==> config.mk <==
export PLATFORM = sky130hd
export DESIGN_NAME = cfg_gate_ctrl
export DESIGN_NICKNAME = d
export VERILOG_FILES = /design/src/rtl/cfg_gate_pkg.sv /design/src/rtl/cfg_gated_reg.sv /design/src/rtl/cfg_irq_pad.sv /design/src/rtl/cfg_gate_ctrl.sv
export SDC_FILE = /design/constraint.sdc
export NUM_CORES = 1
export LEC_CHECK = 0
export BUFFER_PORTS_ARGS = -buffer_cell sky130_fd_sc_hd__clkbuf_2
export CORE_MARGIN = 2
export CORE_UTILIZATION = 40
export CTS_CLUSTER_DIAMETER = 40
export DETAILED_ROUTE_END_ITERATION = 10
export GPL_TIMING_DRIVEN = 1
export HOLD_SLACK_MARGIN = 0.12
export PLACE_DENSITY_LB_ADDON = 0.05
export SLEW_MARGIN = 20
export SYNTH_ARGS = -nofsm -noshare
export SYNTH_HDL_FRONTEND = slang
export SYNTH_SLANG_ARGS = --single-unit
==> constraint.sdc <==
create_clock -name clk_i -period 2.7 [get_ports clk_i]
set_input_delay 0.135 -clock clk_i [delete_from_list [all_inputs] [get_ports clk_i]]
set_output_delay 0.135 -clock clk_i [all_outputs]
set_load 0.03 [all_outputs]
==> src/rtl/cfg_gate_pkg.sv <==
package cfg_gate_pkg;
  localparam int DATA_W      = 32;
  localparam int BIT_PHY_EN  = 13;
  localparam int BIT_LED_EN  = 12;
  localparam int BIT_SH_EN   = 8;
  localparam int BIT_IRQ_EDG = 7;
  localparam logic [DATA_W-1:0] NV_MASK = 32'h0000_ffff;

  typedef struct packed {
    logic phy_en;
    logic led_en;
    logic sh_en;
    logic irq_edge;
  } ctrl_t;

  function automatic ctrl_t to_ctrl(logic [DATA_W-1:0] d);
    return '{phy_en: d[BIT_PHY_EN], led_en: d[BIT_LED_EN],
             sh_en: d[BIT_SH_EN], irq_edge: d[BIT_IRQ_EDG]};
  endfunction

  function automatic logic [DATA_W-1:0] from_ctrl(ctrl_t c);
    logic [DATA_W-1:0] d;
    d = '0;
    d[BIT_PHY_EN]  = c.phy_en;
    d[BIT_LED_EN]  = c.led_en;
    d[BIT_SH_EN]   = c.sh_en;
    d[BIT_IRQ_EDG] = c.irq_edge;
    return d;
  endfunction
endpackage

==> src/rtl/cfg_gated_reg.sv <==
module cfg_gated_reg #(
  parameter int          W      = 8,
  parameter int          ADDR_W = 5,
  parameter int unsigned ADDR   = 0
) (
  input  logic              clk_i,
  input  logic              rst_ni,
  input  logic              gate_i,
  input  logic              sw_we_i,
  input  logic [ADDR_W-1:0] sw_addr_i,
  input  logic [W-1:0]      sw_wdata_i,
  input  logic              nv_we_i,
  input  logic [ADDR_W-1:0] nv_addr_i,
  input  logic [W-1:0]      nv_wdata_i,
  output logic [W-1:0]      q_o
);
  localparam logic [ADDR_W-1:0] MY_ADDR = ADDR_W'(ADDR);

  logic nv_hit, sw_hit;
  assign nv_hit = nv_we_i && (nv_addr_i == MY_ADDR);
  assign sw_hit = sw_we_i && (sw_addr_i == MY_ADDR) && gate_i;

  // loader path is never gated and wins a same-cycle collision
  always_ff @(posedge clk_i or negedge rst_ni) begin
    if (!rst_ni)     q_o <= '0;
    else if (nv_hit) q_o <= nv_wdata_i;
    else if (sw_hit) q_o <= sw_wdata_i;
  end
endmodule

==> src/rtl/cfg_irq_pad.sv <==
module cfg_irq_pad (
  input  logic irq_i,
  input  logic mask_i,
  input  logic edge_i,
  output logic do_o,
  output logic oe_o
);
  logic pend;
  assign pend = irq_i & ~mask_i;
  // level: open-drain low when pending; edge: push-pull high-true
  assign do_o = edge_i & pend;
  assign oe_o = edge_i | pend;
endmodule

==> src/rtl/cfg_gate_ctrl.sv <==
module cfg_gate_ctrl
  import cfg_gate_pkg::*;
#(
  parameter int ADDR_W   = 5,
  parameter int PHY_W    = 2,
  parameter int LED_N    = 5,
  parameter int LED_W    = 16,
  parameter int SH_BYTES = 16
) (
  input  logic              clk_i,
  input  logic              rst_ni,
  input  logic              soft_rst_i,
  input  logic              stop_i,
  input  logic              sw_we_i,
  input  logic [ADDR_W-1:0] sw_addr_i,
  input  logic [31:0]       sw_wdata_i,
  output logic [31:0]       sw_rdata_o,
  input  logic              nv_we_i,
  input  logic [ADDR_W-1:0] nv_addr_i,
  input  logic [31:0]       nv_wdata_i,
  input  logic              irq_i,
  output logic              int_do_o,
  output logic              int_oe_o
);
  localparam int SH_WORDS = SH_BYTES / 4;
  localparam int A_CTRL   = 0;
  localparam int A_PHY    = 1;
  localparam int A_LED    = 2;
  localparam int A_SH     = ((A_LED + LED_N + 3) / 4) * 4;

  ctrl_t            ctrl;
  logic [3:0]       ctrl_q;
  logic [PHY_W-1:0] phy_q;
  logic [LED_W-1:0] led_q [LED_N];
  logic [31:0]      sh_q  [SH_WORDS];

  assign ctrl = ctrl_t'(ctrl_q);

  // control word: always writable, loader limited to bits 15..0
  cfg_gated_reg #(.W(4), .ADDR_W(ADDR_W), .ADDR(A_CTRL)) u_ctrl (
    .clk_i, .rst_ni, .gate_i(1'b1),
    .sw_we_i, .sw_addr_i, .sw_wdata_i(from_ctrl_bits(sw_wdata_i)),
    .nv_we_i, .nv_addr_i, .nv_wdata_i(from_ctrl_bits(nv_wdata_i & NV_MASK)),
    .q_o(ctrl_q)
  );

  function automatic logic [3:0] from_ctrl_bits(logic [31:0] d);
    return 4'(to_ctrl(d));
  endfunction

  cfg_gated_reg #(.W(PHY_W), .ADDR_W(ADDR_W), .ADDR(A_PHY)) u_phy (
    .clk_i, .rst_ni, .gate_i(ctrl.phy_en),
    .sw_we_i, .sw_addr_i, .sw_wdata_i(sw_wdata_i[PHY_W-1:0]),
    .nv_we_i, .nv_addr_i, .nv_wdata_i(nv_wdata_i[PHY_W-1:0]),
    .q_o(phy_q)
  );

  for (genvar i = 0; i < LED_N; i++) begin : g_led
    cfg_gated_reg #(.W(LED_W), .ADDR_W(ADDR_W), .ADDR(A_LED + i)) u_led (
      .clk_i, .rst_ni, .gate_i(ctrl.led_en),
      .sw_we_i, .sw_addr_i, .sw_wdata_i(sw_wdata_i[LED_W-1:0]),
      .nv_we_i, .nv_addr_i, .nv_wdata_i(nv_wdata_i[LED_W-1:0]),
      .q_o(led_q[i])
    );
  end

  for (genvar i = 0; i < SH_WORDS; i++) begin : g_sh
    cfg_gated_reg #(.W(32), .ADDR_W(ADDR_W), .ADDR(A_SH + i)) u_sh (
      .clk_i, .rst_ni, .gate_i(ctrl.sh_en),
      .sw_we_i, .sw_addr_i, .sw_wdata_i,
      .nv_we_i, .nv_addr_i, .nv_wdata_i,
      .q_o(sh_q[i])
    );
  end

  always_comb begin
    sw_rdata_o = '0;
    if (sw_addr_i == ADDR_W'(A_CTRL)) sw_rdata_o = from_ctrl(ctrl);
    if (sw_addr_i == ADDR_W'(A_PHY))  sw_rdata_o = 32'(phy_q);
    for (int i = 0; i < LED_N; i++)
      if (sw_addr_i == ADDR_W'(A_LED + i)) sw_rdata_o = 32'(led_q[i]);
    for (int i = 0; i < SH_WORDS; i++)
      if (sw_addr_i == ADDR_W'(A_SH + i)) sw_rdata_o = sh_q[i];
  end

  cfg_irq_pad u_pad (
    .irq_i,
    .mask_i(soft_rst_i | stop_i),
    .edge_i(ctrl.irq_edge),
    .do_o(int_do_o),
    .oe_o(int_oe_o)
  );
endmodule

==> flow_summary.yaml, run 1 <==
power:
  switching_share: 0.286
  power-per-cell-area_mw_per_mm2: 765
  p_int_mw: 8.28
  switching_power_mw: 3.31
  p_clk_frac: 0.446
  power_frac_seq: 0.398
  p_comb_frac: 0.156
  vdd_drop_max_uv: 493
  p_leak_nw: 7.52
sta:
  fin_tns_setup_ns: 0
  skew_ns: 0.0122
  min_period_ns: 2.49
  worst_slew_pin_slew_ns: 0.771
  fin_hold_ws_ns: 0.154
  max_freq_mhz: 402
  rsz0062_at_grt: "false"
  period_share: 0.921
  setup_viol_count_final: 0
  slew_headroom: 0.486
  slew_violations: 0
  hold_violations: 0
clock_tree:
  cts_max_path_buffers: 3
  cts_sinks: 214
  clock-root-buffer: "clkbuf_16"
  clkSlewWorstSetupHoldPaths_ns: 0.05
  postCtsHoldBufs: 96
  cts_tree: "yes"
  cts_made_buffers: 40
  post-cts-setup-buffers: 0
  clock_latency_ns: 0.53
  cts-htree-levels: 2
  post_cts_resized: 0
global_route:
  grt_pass1_wl_mm: 63.2
  grt-ovfl-total: 0
  grt_pass1_vias: 10500
  gr-usage-all-layers: 0.268
  grt_max_degree: 81
  antenna_found_initial: 0
placement:
  placed_cells: 1681
  gp_congestion: 0.871
  portBuffers: 114
  dpl_cell_area_mm2: 0.0128
  dp_hpwl_mm: 25.5
cells_and_area:
  nets: 1516
  syn2layout_area_growth_pct: 29.5
  drive_above_1_share: 0.174
  final_area_mm2: 0.0152
  final_core_util: 0.527
  stdcell_count: 1850
  fill_cells: 2719
  final_common_cell: "mux2i_1"
  final_cell_mix: "230 x mux2i_1, 214 x dfrtp_1, 159 x nand2_1, 140 x o21ai_0"
  diodes: 0
setup_path:
  critPathMaxFanout: 24
  rrSetupSlack_ns: 0.55
  critPathKind: "primary input to flip-flop"
  path_common_cell: "dlygate4sd3_1"
  slowest_delay_ns: 0.57
  cp.arrival_ns: 2.88
  cpMaxStageDelayCell: "dlygate4sd3_1"
  crit_chain: "dlygate4sd3_1 -> clkbuf_2 -> and4bb_2 -> and3_2 -> buf_12 -> mux2i_1 -> dlygate4sd3_1 -> o21ai_0"
  startpoint_type: "primary input"
  crit_required_ns: 3.10
  critPathCaptureType: "flip-flop"
synth:
  synth_edf_count: 0
  synthesis.area_mm2: 0.0117
  ys_seq_area_frac: 0.457
  synth_ff_type: "dfrtp_1"
  synthAdderAreaFrac: 0
  synth_top_family_by_area: "multiplexers"
  async_flop_share: 1.00
  synth_xor_area_frac: 0
  synthSimpleGateAreaFrac: 0.121
  synthesis.nets: 1335
  synth_top_cell_area_share: 0.457
  yosysWarnings: 0
  synth_cells: 1254
  synth.area.top_cells: "dfrtp_1 46%, mux2i_1 20%, o21ai_0 6.0%, nand2_1 5.2%, a21oi_1 4.7%"
  yosys.cell_types.count: 56
  ys_ff_latch: 214
  syn_area_per_cell_um2: 9.34
  yosysTopAreaCell: "dfrtp_1"
  synth_compound_area_frac: 0.178
  muxShareOfSynthArea: 0.200
routing:
  drtIter0Drc: 591
  wl_per_cell_um: 21.8
  drc: 0
  dr.pass1.iters: 5
  vias: 10200
  totalWireLength_mm: 40.4
  drtAntennaViolNets: 0
  vias_per_cell: 5.50
die:
  initial_core_util: 0.407
  coreArea_mm2: 0.0288
  die_w_um: 175
  pin_count: 115
  die_y_um: 175
  fp-row-count: 62
  die_area_mm2: 0.0307
run_status:
  outcome: "finished clean"
flow_run:
  drv_cap: 0
hold_path:
  hp-class: "primary input to flip-flop"
## per-stage QoR
stage | setup slack (ns) | power (mW)
final | 0.213 | 11.6
after floorplan | 0.376 | 5.64
after global routing | 0.156 | 12.2
after global placement | 0.361 | 6.24
after CTS | 0.268 | 11.7
after detailed placement | 0.372 | 6.28
## flip-flops by register name, indices dropped and copies added (netlist names)
| name | flops |
|---|---|
| u_ctrl.q_o | 4 |
| g_led.u_led.q_o | 80 |
| g_sh.u_sh.q_o | 128 |
| u_phy.q_o | 2 |
## critical path, delay by kind of cell
kind | cells | cell delay [ns]
compound gates | 1 | 0.07
buf+inv | 4 | 1.52
mux | 1 | 0.22
simple gates | 2 | 0.92
## cell families (layout without fill, tap and decap cells)
group,after synthesis,count (layout)
buffers and inverters,122,334
and+or+nand+nor,327,327
DFF,214,214
AOI/OAI and AO/OA,358,358
muxes,233,233
## layer usage
metal	wire length (µm)	track usage	vias to the layer above
met2	19500	0.455	251
met5	0	0	-
met3	1650	0.0355	58
met1	18400	0.362	5005
met4	777	0.0701	0
li1	-	-	4858
## final cells by class
class	count	area, µm²	share of cell area
Multi-Input combinational cell	918	5870	0.387
Sequential cell	214	5360	0.353
Timing Repair Buffer	259	2050	0.135
Clock buffer	48	1080	0.0714
Tap cell	384	480	0.0317
Clock inverter	25	317	0.0209
Inverter	2	7.51	0.000495
## final timing paths
check | from | to | cells after the start
max | nv_addr_i[2] | g_sh[3].u_sh.q_o[25] | 8
min | nv_addr_i[1] | u_phy.q_o[0] | 4
max reg2reg | u_ctrl.q_o[2] | g_led[0].u_led.q_o[9] | 6
min reg2reg | g_led[4].u_led.q_o[8] | g_led[4].u_led.q_o[8] | 2
max in group asynchronous | rst_ni | g_led[0].u_led.q_o[9] | 3
min in group asynchronous | rst_ni | g_sh[3].u_sh.q_o[26] | 2
## power by group through the flow
stage / Clock [mW] / Sequential, mW / Combinational [mW]
after CTS: 5.26 / 4.61 / 1.81
after global placement: 0 / 4.65 / 1.59
after detailed placement: 0 / 4.65 / 1.64
after global routing: 5.43 / 4.72 / 2.07
final: 5.17 / 4.62 / 1.80
after floorplan: 0 / 4.47 / 1.17
## cells in the mapped netlist (2+ instances only)
| cell type | instances |
|---|---|
| and4bb_2 | 2 |
| a21boi_0 | 5 |
| a22o_1 | 5 |
| nor2_1 | 113 |
| a221oi_1 | 10 |
| mux2_2 | 3 |
| a221o_1 | 6 |
| clkbuf_1 | 58 |
| dfrtp_1 | 214 |
| o21ai_0 | 140 |
| nand3b_1 | 2 |
| a32o_1 | 2 |
| o211ai_1 | 7 |
| o21a_1 | 3 |
| nand3_1 | 6 |
| nor2_2 | 2 |
| buf_1 | 30 |
| nor2b_1 | 7 |
| nand2b_1 | 4 |
| a222oi_1 | 8 |
| buf_2 | 29 |
| a2bb2oi_1 | 3 |
| nor3_4 | 2 |
| mux2i_1 | 230 |
| and3_1 | 4 |
| nor4_1 | 3 |
| o21ai_1 | 4 |
| or2_2 | 2 |
| inv_1 | 2 |
| a211oi_1 | 3 |
| o22ai_1 | 23 |
| nor3_1 | 7 |
| a22oi_1 | 18 |
| a21oi_1 | 111 |
| a31oi_1 | 4 |
| nand2_1 | 162 |
No activity file was read; power rests on OpenSTA's default activity.
==> inputs of run 2 (changes only) <==
BUFFER_PORTS_ARGS = default   (was -buffer_cell sky130_fd_sc_hd__clkbuf_2)
CTS_BUF_LIST = sky130_fd_sc_hd__clkbuf_8   (was default)
DONT_BUFFER_PORTS = 1   (was default)
==> flow_summary.yaml, run 2 (synthesized netlist as in run 1, its figures left out) <==
cells_and_area:
  nets: 1423
  largestRegisters: "g_sh.u_sh.q_o: 128 flops, g_led.u_led.q_o: 80 flops, u_ctrl.q_o: 4 flops"
  final_cell_mix: "230 x mux2i_1, 214 x dfrtp_1, 159 x nand2_1, 140 x o21ai_0, 113 x nor2_1"
  syn2layout_area_growth_pct: 20.6
  stdcell_count: 1756
  final_common_cell: "mux2i_1"
  final_area_mm2: 0.0141
  top_register: "g_sh.u_sh.q_o"
  diodes: 0
  drive_above_1_share: 0.106
  final_core_util: 0.491
  largest_reg_flops: 128
sta:
  fin_tns_setup_ns: 0
  fin_hold_ws_ns: -0.704
  period_share: 0.873
  hold_violations: 214
  slew_headroom: 0.343
  worst_slew_pin_slew_ns: 0.986
  setup_slack_ns: 0.344
  slew_violations: 0
  min_period_ns: 2.36
  setup_viol_count_final: 0
  rsz0062_at_grt: "false"
  skew_ns: 0.0278
  max_freq_mhz: 424
clock_tree:
  clkSlewWorstSetupHoldPaths_ns: 0.05
  post_cts_resized: 0
  cts_max_path_buffers: 3
  clock_latency_ns: 0.56
  cts_sinks: 214
  cts-htree-levels: 2
  postCtsHoldBufs: 108
  post-cts-setup-buffers: 0
  cts_tree: "yes"
  clock-root-buffer: "clkbuf_8"
  cts_made_buffers: 42
routing:
  wl_per_cell_um: 22.7
  vias: 9834
  drtIter0Drc: 709
  vias_per_cell: 5.60
  dr.pass1.iters: 5
  totalWireLength_mm: 39.8
  drc: 0
  drtAntennaViolNets: 0
placement:
  portBuffers: 0
  dp_hpwl_mm: 23.6
  gp_congestion: 0.822
  dp_worst_setup_slack_ns: 0.638
  dpl_cell_area_mm2: 0.0122
  placed_cells: 1574
die:
  die_area_mm2: 0.0307
  die_w_um: 175
  die_y_um: 175
  initial_core_util: 0.407
  pin_count: 115
  fp-row-count: 62
  coreArea_mm2: 0.0288
run_status:
  violations: "negative hold slack"
  outcome: "finished with violations"
power:
  p_leak_nw: 6.88
  vdd_drop_max_uv: 330
  total_power_mw: 9.40
  power-per-cell-area_mw_per_mm2: 666
setup_path:
  critPathCaptureType: "output port"
  crit_buf_inv: 1
  rrSetupSlack_ns: 0.42
  cpMaxStageDelayCell: "dfrtp_1"
  slowest_delay_ns: 0.43
  critPathKind: "flip-flop to output port"
  crit_chain: "mux2i_1 -> nor3_1 -> a31oi_1 -> a22o_1 -> a21oi_1 -> buf_4"
  crit_required_ns: 2.57
  cp.arrival_ns: 2.22
  critPathMaxFanout: 4
  startpoint_type: "flip-flop"
  cpLargestDelayFamily: "compound AO/OA/AOI/OAI gates"
global_route:
  grt-ovfl-total: 0
  grt_pass1_vias: 10000
  grt_max_degree: 215
  gr-usage-all-layers: 0.262
  antenna_found_initial: 1
  grt_pass1_wl_mm: 61.4
hold_path:
  hp-class: "primary input to asynchronous set/reset pin"
flow_run:
  drv_cap: 0
[run 2: cell types whose count changed in the layout (fill, tap and decap cells not counted), moves of 12 or more]
cell,previous run,this run
inv_1,2,14
dlygate4sd3_1,96,108
clkbuf_8,3,50
clkbuf_16,41,0
buf_4,38,51
clkbuf_2,113,0
[run 2: layer usage]
layer  track usage  vias to the layer above  routed length, µm
met5             0                        -                  0
li1              -                     4646                  -
met1         0.373                     4831              18700
met3        0.0344                       71               1970
met4        0.0799                        0               1050
met2         0.417                      286              18100
[run 2: cell type report]
type / count / area [µm²]
clock buffers: 50 / 688
clock inverters: 24 / 113
fillers: 2784 / 14700
inverters: 2 / 7.51
multi-input cells: 918 / 5910
flip-flops and latches: 214 / 5360
well taps: 384 / 480
repair buffers: 164 / 1560
[run 2: worst paths after layout]
path                                      from                    end  depth (start not counted)
max in group asynchronous               rst_ni           u_phy.q_o[0]                          0
hold / removal                          rst_ni          u_ctrl.q_o[1]                          0
min in group clk_i                sw_addr_i[0]  g_led[3].u_led.q_o[8]                          4
setup reg to reg                 u_ctrl.q_o[2]  g_led[0].u_led.q_o[5]                          6
hold reg to reg            g_sh[3].u_sh.q_o[8]    g_sh[3].u_sh.q_o[8]                          2
setup / recovery                 u_ctrl.q_o[1]          sw_rdata_o[8]                          6
[run 2: where the power goes]
| group | total, mW | internal [mW] | switching, mW |
|---|---|---|---|
| Combinational | 1.68 | 0.809 | 0.870 |
| Sequential | 4.58 | 4.08 | 0.493 |
| Clock | 3.14 | 1.68 | 1.46 |
[run 2: worst register-to-register path: stages (launching register included)]
cell	delay (ns)
dfrtp_1	0.39
nand2_1	0.23
nor3_4	0.42
buf_12	0.23
mux2i_1	0.21
a21oi_1	0.08
dlygate4sd3_1	0.58
==> inputs of run 3 (changes only) <==
clock period = 2.6 ns   (was 2.7 ns; I/O delays follow)
==> flow_summary.yaml, run 3 (synthesized netlist as in run 1, its figures left out) <==
run_status:
  outcome: "finished with violations"
  violations: "negative hold slack"
die:
  die_y_um: 175
  initial_core_util: 0.407
  die_w_um: 175
  coreArea_mm2: 0.0288
  die_area_mm2: 0.0307
  pin_count: 115
  fp-row-count: 62
cells_and_area:
  nets: 1428
  largest_reg_flops: 128
  largestRegisters: "g_sh.u_sh.q_o: 128 flops, g_led.u_led.q_o: 80 flops, u_ctrl.q_o: 4 flops"
  final_cell_mix: "230 x mux2i_1, 214 x dfrtp_1, 159 x nand2_1, 140 x o21ai_0, 113 x nor2_1"
  diodes: 0
  syn2layout_area_growth_pct: 22.5
  drive_above_1_share: 0.107
  top_register: "g_sh.u_sh.q_o"
  final_common_cell: "mux2i_1"
  final_core_util: 0.498
power:
  power-per-cell-area_mw_per_mm2: 730
  vdd_drop_max_uv: 332
  p_leak_nw: 7.00
clock_tree:
  postCtsHoldBufs: 111
  post_cts_resized: 0
  cts_made_buffers: 44
  cts_sinks: 214
  cts-htree-levels: 2
  cts_max_path_buffers: 3
  post-cts-setup-buffers: 0
  cts_tree: "yes"
  clock-root-buffer: "clkbuf_8"
  clock_latency_ns: 0.55
  clkSlewWorstSetupHoldPaths_ns: 0.06
global_route:
  grt_pass1_wl_mm: 61.8
  grt_pass1_vias: 9885
  grt-ovfl-total: 0
  antenna_found_initial: 0
  gr-usage-all-layers: 0.264
  grt_max_degree: 215
routing:
  drc: 0
  drtIter0Drc: 740
  wl_per_cell_um: 22.6
  vias_per_cell: 5.57
  vias: 9817
  drtAntennaViolNets: 0
  dr.pass1.iters: 7
  totalWireLength_mm: 39.9
setup_path:
  critPathCaptureType: "flip-flop"
  critPathKind: "primary input to flip-flop"
  cp.arrival_ns: 2.94
  startpoint_type: "primary input"
  critPathMaxFanout: 32
  crit_required_ns: 3.03
  r2r_cells: 6
  timing.rr.start: "u_ctrl.q_o[2]"
  startpoint: "nv_addr_i[0]"
  timing.rr.end: "g_led[0].u_led.q_o[11]"
  rrSetupSlack_ns: 0.40
sta:
  fin_hold_ws_ns: -0.724
  slew_headroom: 0.370
  rsz0062_at_grt: "false"
  skew_ns: 0.0142
  max_freq_mhz: 399
  setup_viol_count_final: 0
  min_period_ns: 2.51
  fin_tns_setup_ns: 0
  slew_violations: 0
  hold_violations: 214
  setup_slack_ns: 0.0916
  worst_slew_pin_slew_ns: 0.945
  period_share: 0.965
placement:
  gp_congestion: 0.846
  dp_hpwl_mm: 23.6
  portBuffers: 0
  dp_worst_setup_slack_ns: 0.582
flow_run:
  drv_cap: 0
hold_path:
  hp-class: "primary input to asynchronous set/reset pin"
run 3: changes by cell type in the layout (fill, tap and decap cells not counted):
cell / before / now
buf_12: 5 / 7
buf_4: 51 / 49
bufinv_16: 0 / 6
clkbuf_8: 50 / 51
clkinv_2: 9 / 7
clkinvlp_4: 3 / 0
dlygate4sd3_1: 108 / 111
inv_1: 14 / 16
inv_6: 0 / 1
o21a_2: 1 / 2
o21a_4: 1 / 0
o21ai_2: 0 / 1
o21ai_4: 2 / 1
run 3: how the worst max path moves through the flow:
stage	to	slack, ns
6_report	g_sh[3].u_sh.q_o[25]	0.09
5_1_grt	g_sh[3].u_sh.q_o[23]	0.01
4_1_cts	g_sh[3].u_sh.q_o[23]	0.12
3_5_place_dp	g_sh[3].u_sh.q_o[28]	0.58
3_3_place_gp	g_led[4].u_led.q_o[3]	0.58
2_1_floorplan	sw_rdata_o[2]	0.29
run 3: cell type report:
cell class              count  area, µm²
clock buffers              51        702
clock inverters            28        277
fillers                  2775      14400
inverters                   2       7.51
multi-input cells         918       5900
flip-flops and latches    214       5360
well taps                 384        480
repair buffers            167       1620
run 3: report_power, final:
| part | total, mW | leakage (nW) | internal (mW) | switching (mW) |
|---|---|---|---|---|
| clock | 3.95 | 0.558 | 2.39 | 1.56 |
| sequential | 4.77 | 2.65 | 4.24 | 0.529 |
| combinational | 1.74 | 3.79 | 0.839 | 0.899 |
| total | 10.5 | 7.00 | 7.47 | 2.99 |
run 3: per-stage QoR:
stage	hold slack, ns	total power [mW]	cells	cell area (µm²)
after global routing	-0.741	11.1	1764	14300
after floorplan	-0.166	5.85	1254	11700
after CTS	-0.750	10.5	1764	14300
after global placement	-0.160	6.17	1574	12200
final	-0.724	10.5	1764	14300
after detailed placement	-0.160	6.22	1574	12200
run 3: metal layers:
metal,GRT usage,part of all wire
met5,0,0
met1,0.376,0.47
met4,0.0660,0.018
met3,0.0405,0.052
met2,0.421,0.46
run 3: critical path: stages:
cell and delay (ns):
dlygate4sd3_1 0.53, and3_2 0.22, buf_4 0.57, mux2i_1 0.25, dlygate4sd3_1 0.56, o21ai_0 0.06
dlygate4sd3_1 0.59
